## config.mk

```make
export PLATFORM = sky130hd
export DESIGN_NAME = async_mem_engine
export DESIGN_NICKNAME = d
export VERILOG_FILES = /design/src/rtl/amt_pkg.sv /design/src/rtl/amt_phase_seq.sv /design/src/rtl/amt_bus_drive.sv /design/src/rtl/amt_strobe_gen.sv /design/src/rtl/async_mem_engine.sv
export SDC_FILE = /design/constraint.sdc
export NUM_CORES = 1
export LEC_CHECK = 0
export ABC_CLOCK_PERIOD_IN_PS = 6500
export BUFFER_PORTS_ARGS = -buffer_cell sky130_fd_sc_hd__buf_2
export CAP_MARGIN = 20
export CORE_MARGIN = 2
export CORE_UTILIZATION = 53
export CTS_BUF_LIST = sky130_fd_sc_hd__clkbuf_8 sky130_fd_sc_hd__clkbuf_16
export CTS_CLUSTER_SIZE = 28
export DETAILED_ROUTE_END_ITERATION = 8
export GPL_TIMING_DRIVEN = 0
export HOLD_SLACK_MARGIN = 0.15
export PLACE_DENSITY_LB_ADDON = 0.12
export SETUP_SLACK_MARGIN = 0.2
export SYNTH_ARGS = -nofsm -noshare
export SYNTH_HDL_FRONTEND = slang
export SYNTH_SLANG_ARGS = --single-unit
```

## constraint.sdc

```tcl
create_clock -name clk -period 6.5 [get_ports clk]
set_input_delay 0.65 -clock clk [delete_from_list [all_inputs] [get_ports clk]]
set_output_delay 0.65 -clock clk [all_outputs]
set_load 0.01 [all_outputs]
```

## src/rtl/amt_pkg.sv

```systemverilog
package amt_pkg;
  localparam int SHORT_W = 4;   // setup, hold, turnaround fields
  localparam int LONG_W  = 8;   // data-phase field

  typedef enum logic [2:0] {
    PH_IDLE,
    PH_SETUP,
    PH_HOLD,
    PH_DATA,
    PH_TURN
  } phase_e;

  typedef struct packed {
    logic [SHORT_W-1:0] setup;
    logic [SHORT_W-1:0] hold;
    logic [LONG_W-1:0]  data;
    logic [SHORT_W-1:0] turn;
  } timing_s;
endpackage

```

## src/rtl/amt_phase_seq.sv

```systemverilog
module amt_phase_seq
  import amt_pkg::*;
#(
  parameter int NBANK = 4,
  parameter int BW    = 2
) (
  input  logic             clk,
  input  logic             rst_n,
  input  logic             req_valid,
  input  logic             req_write,
  input  logic [BW-1:0]    req_bank,
  input  logic             cfg_ext_mode,
  input  logic             cfg_mux,
  input  logic [NBANK-1:0] cfg_bank_wen,
  input  timing_s          rd_tim,
  input  timing_s          wr_tim,
  output phase_e           phase,
  output logic             accept,
  output logic             last_data,
  output logic             wr_q,
  output logic             mux_q,
  output logic [BW-1:0]    bank_q,
  output logic             rsp_valid,
  output logic             rsp_err
);
  phase_e             state_q;
  logic [LONG_W-1:0]  cnt_q;
  timing_s            tim_q;
  timing_s            pick;
  logic               blocked;

  // Choose the timing set, then raise hold and data to their minimum of 1.
  always_comb begin
    pick = (cfg_ext_mode && req_write) ? wr_tim : rd_tim;
    if (pick.hold == '0) pick.hold = SHORT_W'(1);
    if (pick.data == '0) pick.data = LONG_W'(1);
  end

  assign accept    = req_valid && (state_q == PH_IDLE);
  assign blocked   = accept && req_write && !cfg_bank_wen[req_bank];
  assign last_data = (state_q == PH_DATA) && (cnt_q == LONG_W'(1));
  assign phase     = state_q;

  always_ff @(posedge clk or negedge rst_n) begin
    if (!rst_n) begin
      state_q   <= PH_IDLE;
      cnt_q     <= '0;
      tim_q     <= '0;
      wr_q      <= 1'b0;
      mux_q     <= 1'b0;
      bank_q    <= '0;
      rsp_valid <= 1'b0;
      rsp_err   <= 1'b0;
    end else begin
      rsp_valid <= blocked || last_data;
      rsp_err   <= blocked;
      case (state_q)
        PH_IDLE: begin
          if (accept && !blocked) begin
            tim_q  <= pick;
            wr_q   <= req_write;
            mux_q  <= cfg_mux;
            bank_q <= req_bank;
            if (pick.setup != '0) begin
              state_q <= PH_SETUP;
              cnt_q   <= LONG_W'(pick.setup);
            end else if (cfg_mux) begin
              state_q <= PH_HOLD;
              cnt_q   <= LONG_W'(pick.hold);
            end else begin
              state_q <= PH_DATA;
              cnt_q   <= pick.data;
            end
          end
        end
        PH_SETUP: begin
          if (cnt_q == LONG_W'(1)) begin
            if (mux_q) begin
              state_q <= PH_HOLD;
              cnt_q   <= LONG_W'(tim_q.hold);
            end else begin
              state_q <= PH_DATA;
              cnt_q   <= tim_q.data;
            end
          end else begin
            cnt_q <= cnt_q - LONG_W'(1);
          end
        end
        PH_HOLD: begin
          if (cnt_q == LONG_W'(1)) begin
            state_q <= PH_DATA;
            cnt_q   <= tim_q.data;
          end else begin
            cnt_q <= cnt_q - LONG_W'(1);
          end
        end
        PH_DATA: begin
          if (cnt_q == LONG_W'(1)) begin
            if (tim_q.turn != '0) begin
              state_q <= PH_TURN;
              cnt_q   <= LONG_W'(tim_q.turn);
            end else begin
              state_q <= PH_IDLE;
            end
          end else begin
            cnt_q <= cnt_q - LONG_W'(1);
          end
        end
        PH_TURN: begin
          if (cnt_q == LONG_W'(1)) state_q <= PH_IDLE;
          else                     cnt_q   <= cnt_q - LONG_W'(1);
        end
        default: state_q <= PH_IDLE;
      endcase
    end
  end
endmodule

```

## src/rtl/amt_bus_drive.sv

```systemverilog
module amt_bus_drive
  import amt_pkg::*;
#(
  parameter int AW = 24,
  parameter int DW = 32
) (
  input  logic          clk,
  input  logic          rst_n,
  input  logic          accept,
  input  logic [AW-1:0] req_addr,
  input  logic [DW-1:0] req_wdata,
  input  logic [1:0]    cfg_width,
  input  phase_e        phase,
  input  logic          wr_q,
  input  logic          mux_q,
  input  logic          last_data,
  input  logic [DW-1:0] mem_dq_in,
  output logic [AW-1:0] mem_addr,
  output logic [DW-1:0] mem_dq_out,
  output logic          mem_dq_oe,
  output logic [DW-1:0] rsp_rdata
);
  logic [DW-1:0] wdata_q;
  logic [DW-1:0] mask_q;
  logic [DW-1:0] width_mask;
  logic          addr_phase;

  always_comb begin
    case (cfg_width)
      2'd0:    width_mask = DW'(8'hFF);
      2'd1:    width_mask = DW'(16'hFFFF);
      default: width_mask = '1;
    endcase
  end

  assign addr_phase = mux_q && ((phase == PH_SETUP) || (phase == PH_HOLD));
  assign mem_dq_oe  = addr_phase || ((phase == PH_DATA) && wr_q);
  assign mem_dq_out = addr_phase ? DW'(mem_addr) : wdata_q;

  always_ff @(posedge clk or negedge rst_n) begin
    if (!rst_n) begin
      mem_addr  <= '0;
      wdata_q   <= '0;
      mask_q    <= '1;
      rsp_rdata <= '0;
    end else begin
      if (accept) begin
        mem_addr <= req_addr;
        wdata_q  <= req_wdata & width_mask;
        mask_q   <= width_mask;
      end
      if (last_data && !wr_q) rsp_rdata <= mem_dq_in & mask_q;
    end
  end
endmodule

```

## src/rtl/amt_strobe_gen.sv

```systemverilog
module amt_strobe_gen
  import amt_pkg::*;
#(
  parameter int NBANK = 4,
  parameter int BW    = 2
) (
  input  phase_e           phase,
  input  logic             wr_q,
  input  logic             mux_q,
  input  logic [BW-1:0]    bank_q,
  output logic [NBANK-1:0] mem_cs_n,
  output logic             mem_adv_n,
  output logic             mem_oe_n,
  output logic             mem_we_n
);
  logic busy;

  assign busy = (phase == PH_SETUP) || (phase == PH_HOLD) || (phase == PH_DATA);

  for (genvar b = 0; b < NBANK; b++) begin : g_cs
    assign mem_cs_n[b] = !(busy && (bank_q == BW'(b)));
  end

  assign mem_adv_n = !(mux_q && (phase == PH_SETUP));
  assign mem_oe_n  = !((phase == PH_DATA) && !wr_q);
  assign mem_we_n  = !((phase == PH_DATA) && wr_q);
endmodule

```

## src/rtl/async_mem_engine.sv

```systemverilog
module async_mem_engine
  import amt_pkg::*;
#(
  parameter int NBANK = 4,
  parameter int AW    = 24,
  parameter int DW    = 32,
  localparam int BW   = (NBANK > 1) ? $clog2(NBANK) : 1
) (
  input  logic               clk,
  input  logic               rst_n,
  input  logic               req_valid,
  output logic               req_ready,
  input  logic               req_write,
  input  logic [BW-1:0]      req_bank,
  input  logic [AW-1:0]      req_addr,
  input  logic [DW-1:0]      req_wdata,
  output logic               rsp_valid,
  output logic               rsp_err,
  output logic [DW-1:0]      rsp_rdata,
  input  logic               cfg_ext_mode,
  input  logic               cfg_mux,
  input  logic [1:0]         cfg_width,
  input  logic [NBANK-1:0]   cfg_bank_wen,
  input  logic [SHORT_W-1:0] cfg_rd_setup,
  input  logic [SHORT_W-1:0] cfg_rd_hold,
  input  logic [LONG_W-1:0]  cfg_rd_data,
  input  logic [SHORT_W-1:0] cfg_rd_turn,
  input  logic [SHORT_W-1:0] cfg_wr_setup,
  input  logic [SHORT_W-1:0] cfg_wr_hold,
  input  logic [LONG_W-1:0]  cfg_wr_data,
  input  logic [SHORT_W-1:0] cfg_wr_turn,
  output logic [NBANK-1:0]   mem_cs_n,
  output logic [AW-1:0]      mem_addr,
  output logic               mem_adv_n,
  output logic               mem_oe_n,
  output logic               mem_we_n,
  output logic [DW-1:0]      mem_dq_out,
  output logic               mem_dq_oe,
  input  logic [DW-1:0]      mem_dq_in
);
  phase_e        phase;
  logic          accept, last_data, wr_q, mux_q;
  logic [BW-1:0] bank_q;
  timing_s       rd_tim, wr_tim;

  assign rd_tim    = '{setup: cfg_rd_setup, hold: cfg_rd_hold, data: cfg_rd_data, turn: cfg_rd_turn};
  assign wr_tim    = '{setup: cfg_wr_setup, hold: cfg_wr_hold, data: cfg_wr_data, turn: cfg_wr_turn};
  assign req_ready = (phase == PH_IDLE);

  amt_phase_seq #(.NBANK(NBANK), .BW(BW)) u_seq (
    .clk, .rst_n, .req_valid, .req_write, .req_bank, .cfg_ext_mode, .cfg_mux,
    .cfg_bank_wen, .rd_tim, .wr_tim, .phase, .accept, .last_data, .wr_q,
    .mux_q, .bank_q, .rsp_valid, .rsp_err
  );

  amt_bus_drive #(.AW(AW), .DW(DW)) u_bus (
    .clk, .rst_n, .accept, .req_addr, .req_wdata, .cfg_width, .phase, .wr_q,
    .mux_q, .last_data, .mem_dq_in, .mem_addr, .mem_dq_out, .mem_dq_oe, .rsp_rdata
  );

  amt_strobe_gen #(.NBANK(NBANK), .BW(BW)) u_strb (
    .phase, .wr_q, .mux_q, .bank_q, .mem_cs_n, .mem_adv_n, .mem_oe_n, .mem_we_n
  );
endmodule

```

# Word-level counts from Yosys, hierarchy flattened
# Cells that the tools add are included.
word_totals:
  reg_bits: 153
classes:
  n_addsub: 1
  order_cmp: 1
  n_eq_ne: 16
  mux: 27
  n_bitwise: 2
  reduce_logical: 40
ops:
  columns: ["operator", "count"]
  rows:
  - ["8-bit two-way mux", 10]
  - ["32-bit bitwise AND", 2]
  - ["32-bit case mux with 2 select lines", 1]
  - ["8-bit case mux with 5 select lines", 1]
  - ["32-bit two-way mux", 1]
  - ["3-bit two-way mux", 7]
  - ["20-bit two-way mux", 1]
  - ["1-bit logical AND", 15]
  - ["3-bit case mux with 5 select lines", 1]
  - ["1-bit zero test", 10]
  - ["8-bit by 1-bit equality test with 1-bit output (second input constant)", 1]
  - ["8-bit zero test", 1]
  - ["2-bit != test (second input constant)", 4]
  - ["4-bit nonzero test", 2]
  - ["8-bit by 1-bit subtractor with 8-bit output (second input constant)", 1]
  - ["3-bit by 2-bit equality test with 1-bit output (second input constant)", 2]
  - ["5-bit AND reduction", 1]
  - ["5-bit nonzero test", 1]
  - ["2-bit by 1-bit equality test with 1-bit output (second input constant)", 2]
  - ["2-bit equality test (second input constant)", 2]
  - ["2-bit zero test", 2]
  - ["4-bit zero test", 1]
  - ["1-bit logical OR", 4]
  - ["4-bit two-way mux", 1]
  - ["10 further kinds", 13]

# Longest topological paths before layout
logic_depth:
  ltp_word: 8
  mapped_depth: 9
  depth_no_buf: 7

# By module
# A second synthesis with hierarchy kept.
hier_totals:
  hier_cells: 619
  hier_area_um2: 6397.4
by_module_without_submodules:
  columns: ["module", "instances", "cells_each", "area_per_inst_um2"]
  rows:
  - ["amt_bus_drive", 1, 339, 3911.3]
  - ["amt_phase_seq", 1, 271, 2399.8]
  - ["amt_strobe_gen", 1, 8, 76.3]
  - ["async_mem_engine", 1, 1, 10.0]

# Worst setup path after synthesis
# Ideal clock, no wire load.
synth_path:
  path_type: "flip-flop to output port"
  start: "reg u_seq.state_q[0], in the netlist u_seq.phase[0]"
  end: "out mem_dq_out[10]"
  arrival_time_ps: 1819
  slack_ps: 4031
  stages_incl_launch_ff: 8
  path_buffers: 3
  cell_sequence: "dfrtp_1 > buf_4 > nand2b_1 > a21oi_1 > and2_1 > clkbuf_1 > buf_2 > mux2_2"
synth_via:
  elab_chain_len: 4
  elab_cells_between_ends: 5
  cone_classes: "eq/ne (2); mux (1); reduce/logical (2)"
synth_rtl:
  columns: ["item", "line_no", "text"]
  rows:
  - ["start, declared", "amt_phase_seq.sv:26", "phase_e state_q;"]
  - ["start signal, assigned", "amt_phase_seq.sv:46", "state_q <= PH_IDLE;"]
  - ["start signal, assigned", "amt_phase_seq.sv:65", "state_q <= PH_SETUP;"]
  - ["start signal, assigned", "amt_phase_seq.sv:68", "state_q <= PH_HOLD;"]
  - ["3-bit by 1-bit equality test with 1-bit output or 3-bit by 2-bit equality test with 1-bit output (tied branches)", "amt_bus_drive.sv:36", "assign addr_phase = mux_q && ((phase == PH_SETUP) || (phase == PH_HOLD));"]
  - ["1-bit logical OR (*)", "amt_bus_drive.sv:36", null]
  - ["1-bit logical AND (*)", "amt_bus_drive.sv:36", null]
  - ["32-bit two-way mux (*)", "amt_bus_drive.sv:38", "assign mem_dq_out = addr_phase ? DW'(mem_addr) : wdata_q;"]
  - ["end, declared", "async_mem_engine.sv:37", "output logic [DW-1:0] mem_dq_out,"]
# Every way passes the cells marked *; elsewhere a longest branch is shown, timed or not.

# Worst setup path after layout
layout_path:
  start: "reg u_seq.state_q[0], in the netlist u_seq.phase[0]"
  end: "out mem_dq_out[22]"
# The elaborated chain is that of the path after synthesis.

==> summary.txt <==
Drt
  – Detailed Route WL: 17700 um
  – Via count: 5803
  – Vias per Instance: roughly 5.6
  – DR WL/cell: 17.1 um
  – Drt first pass iters: 4
  – 1st-iter DRT viols: 353
  – Final ANT Viol Nets: 0
  – Post-route DRC: 0

Power
  – Psw: 0.000386 W
  – Clock network fraction of design power: approximately 50%
  – Leak pwr: 4.21 nW
  – Combinational Power Share: 6.3%
  – Switching portion of total power: 22.6%
  – Pwr Density: 209 nW/um^2
  – Peak supply drop: roughly 0.00020 V
  – Reg power frac: 45.1%
  – Tot Pwr: 0.00171 W
  – Internal Power: 0.00132 W

Clock tree
  – Clk slew on worst S/H paths: 60 ps
  – Root Driver: clkbuf_16
  – Clock Path Buffers: 2
  – Total CTS buffers: 17
  – Clock sinks: 123
  – Post-CTS Hold Fix Bufs: 0
  – Cts repair resizes: 0
  – Clk Latency, worst-skew pair: around 420 ps
  – CTS tree: built
  – Postcts setup bufs: 0
  – H-tree Lvls: 4

Yosys
  – Synth top area cells: dfrtp_1, mux2_2, nand2_1
  – Yosys top cell area share: 48.3%
  – Number of synthesized flops with an enable pin: 0
  – Syn_area_per_cell: 10.1 um^2
  – Synth Register Bits: 123
  – Mux cell area share after synthesis: between 10% and 20%
  – Main combinational cell family by area after synthesis: simple AND/OR/NAND/NOR gates
  – Synth cell types: 71
  – Post-synthesis adder-cell area fraction: 0.399%
  – Synth Area in Compound Gates: 14.7%
  – Post-Synth Simple-Gate Area: 16.2%
  – Ys flop type: dfrtp_1
  – Asr flop ratio synth: 100%
  – Post-synthesis cell area: 6270 um^2
  – Count leader, synth: nand2_1
  – Synth cell count leaders: nand2_1, dfrtp_1, o21ai_0
  – Xor/xnor share of the synthesized area: 0.559%
  – Ys Warns: 0
  – Synth Instances: ~620
  – Mapped Nets: 766
  – Yosys top cell by area: dfrtp_1
  – Register area share after synthesis: 49.1%

Finish
  – Antenna Cells: 0
  – Nets: a little over 1000
  – Layout area overhead: 30.7%
  – Non-Filler Instances: ~1000
  – Layout cells sized above 1: 41.8%

GRT
  – Largest net degree at the start of global routing: 65
  – GR Util All Layers: between 20% and 30%
  – Vias in the first global route: 5853
  – Number of antenna violations at the first check in global routing: 0
  – First-pass GRT wire length: between 20000 and 30000 um
  – Total grt overflow: 0

Setup path
  – Setup CP Type: flop to output pin
  – Worst Setup End Kind: output pin
  – Crit path max-delay family: buffers and inverters
  – CP bufs+invs: 4
  – Worst EP arrival: 2730 ps
  – Worst setup SP type: flop
  – CP max-delay cell: dfrtp_1
  – CP peak stage delay: 380 ps
  – Crit Path Max Fanout: 10
  – Most common cell on crit path: buf_2
  – Cell breakdown of the critical path: buf_4 -> nand2b_1 -> a21oi_1 -> and2_1 -> clkbuf_1 -> buf_2 -> mux2_2 -> buf_2
  – Worst Path Required: 5850 ps

Die
  – Initial Utilization: 54.7%
  – Die ar.: 12700 um^2
  – IO Pins: around 240
  – Die height: 113 um
  – Row cnt: 39
  – Die Span X: about 110 um
  – Core Area: 11500 um^2

Placement
  – IO Port Bufs: 238
  – Inst Count DP: 1004
  – Worst slack, placed: 3580 ps
  – Routability cong.: between 0.8 and 0.9
  – Detailed Place HPWL: 13200 um

Timing
  – Final hold vios: 0
  – Final worst slack: just over 3000 ps
  – Period utilisation layout: 52.1%
  – Final period demand of the worst path: 3380 ps
  – Final setup vio count: 0
  – Rel. slew slack: 44.3%
  – Slew Limit Fails: 0
  – Worst slew pin tran: 830 ps
  – Layout Skew: 6.26 ps
  – Fmax: 0.295 GHz
  – RSZ-0062 raised after global routing: false
  – Final TNS setup: 0 ps

Outcome
  – Status: completed

Min path
  – Hold Path Class: input port to async pin

Flow run
  – Number of max-cap violations: 0
## metal layers
layer / vias up / share of wire (%) / wire [um] / track usage (%)
li1: 2728 / - / - / -
met5: - / 0 / 0 / 0
met1: 2792 / 42 / 7370 / 35.8
met4: 0 / 2.2 / 388 / 10.2
met3: 36 / 7.0 / 1250 / 6.05
met2: 247 / 49 / 8690 / 47.5
## worst reg2reg max path: cells and delay by family (launching register included)
kind | cells | cell delay, ps
adder cells (fa/ha/maj) | 1 | 200
flip-flops | 1 | 470
AND/OR/NAND/NOR | 1 | 580
AO/OA/AOI/OAI | 4 | 1200
## state kept, by name, indices dropped and copies added (netlist names)
register and cells:
u_seq.wr_q 1, u_seq.rsp_valid 1, u_seq.cnt_q 8, u_seq.bank_q 2, u_seq.rsp_err 1, u_seq.mux_q 1, u_bus.rsp_rdata 32, u_bus.mask_q 2
u_bus.wdata_q 32, u_seq.phase 3, u_seq.tim_q 16, u_bus.mem_addr 24
## power groups by stage
stage / clock network [W] / registers, W / logic (W)
CTS: 0.000840 / 0.000771 / 0.000107
global route: 0.000873 / 0.000771 / 0.000119
detailed placement: 0 / 0.000784 / 0.000107
floorplan: 0 / 0.000786 / 0.0000306
finish: 0.000831 / 0.000771 / 0.000107
global placement: 0 / 0.000784 / 0.000101
## cells in the final DEF (no fill, tap or decap), types with 3 or more instances in the layout
cell and n:
mux2i_1 13, clkbuf_8 3, buf_6 4, nand2_1 137
o31ai_1 3, and3_1 8, nand3_1 8, clkbuf_16 17
buf_2 249, o21ai_0 73, clkinv_2 4, a211o_1 3
mux2_2 68, or3_1 3, a32oi_1 6, inv_1 8
a2111oi_0 3, nand2b_1 5, nor2_1 9, buf_1 4
dfrtp_1 121, or2_2 3, a21oi_1 24, nor3_1 6
a211oi_1 5, a21o_1 3, clkbuf_1 22, xnor2_1 3
nor4_1 4, nor2b_1 12
## cell type report
| cell class | count | area (um^2) |
|---|---|---|
| multi-input combinational | 450 | 2960 |
| timing repair buffer | 239 | 1220 |
| inverter | 5 | 18.8 |
| sequential | 123 | 3080 |
| clock inverter | 10 | 55.1 |
| buffer | 44 | 209 |
| fill | 883 | 3270 |
| tap | 143 | 179 |
| clock buffer | 20 | 467 |
## per-stage QoR
step           area [um^2]  hold WS [ps]  util [%]
2_1_floorplan         6270           354         -
3_3_place_gp          7640           457      66.6
3_5_place_dp          7670           463      66.9
4_1_cts               8190           224      71.5
5_1_grt               8190           249      71.5
6_report              8190           199      71.5
## final timing paths
path	startpoint	to	slack (ps)	cells past startpoint
max in group asynchronous	rst_n	u_seq.cnt_q[0]	5580	2
setup / recovery	u_seq.phase[0]	mem_dq_out[22]	3120	8
hold / removal	rst_n	u_bus.mem_addr[19]	200	1
setup reg to reg	u_seq.cnt_q[0]	u_seq.cnt_q[2]	3890	6
hold reg to reg	u_bus.wdata_q[24]	u_bus.wdata_q[24]	470	2
min in group clk	req_addr[13]	u_bus.mem_addr[13]	460	2
## logic make-up (layout without fill, tap and decap cells)
kind of cell             after synthesis  count (layout)
XOR/XNOR                               4               4
AO/OA/AOI/OAI                        146             146
multiplexers                          85              85
flip-flops                           123             123
adder cells (fa/ha/maj)                2               2
buffers and inverters                 49             318
AND/OR/NAND/NOR                      213             213
(Power assumes the default switching activity.)
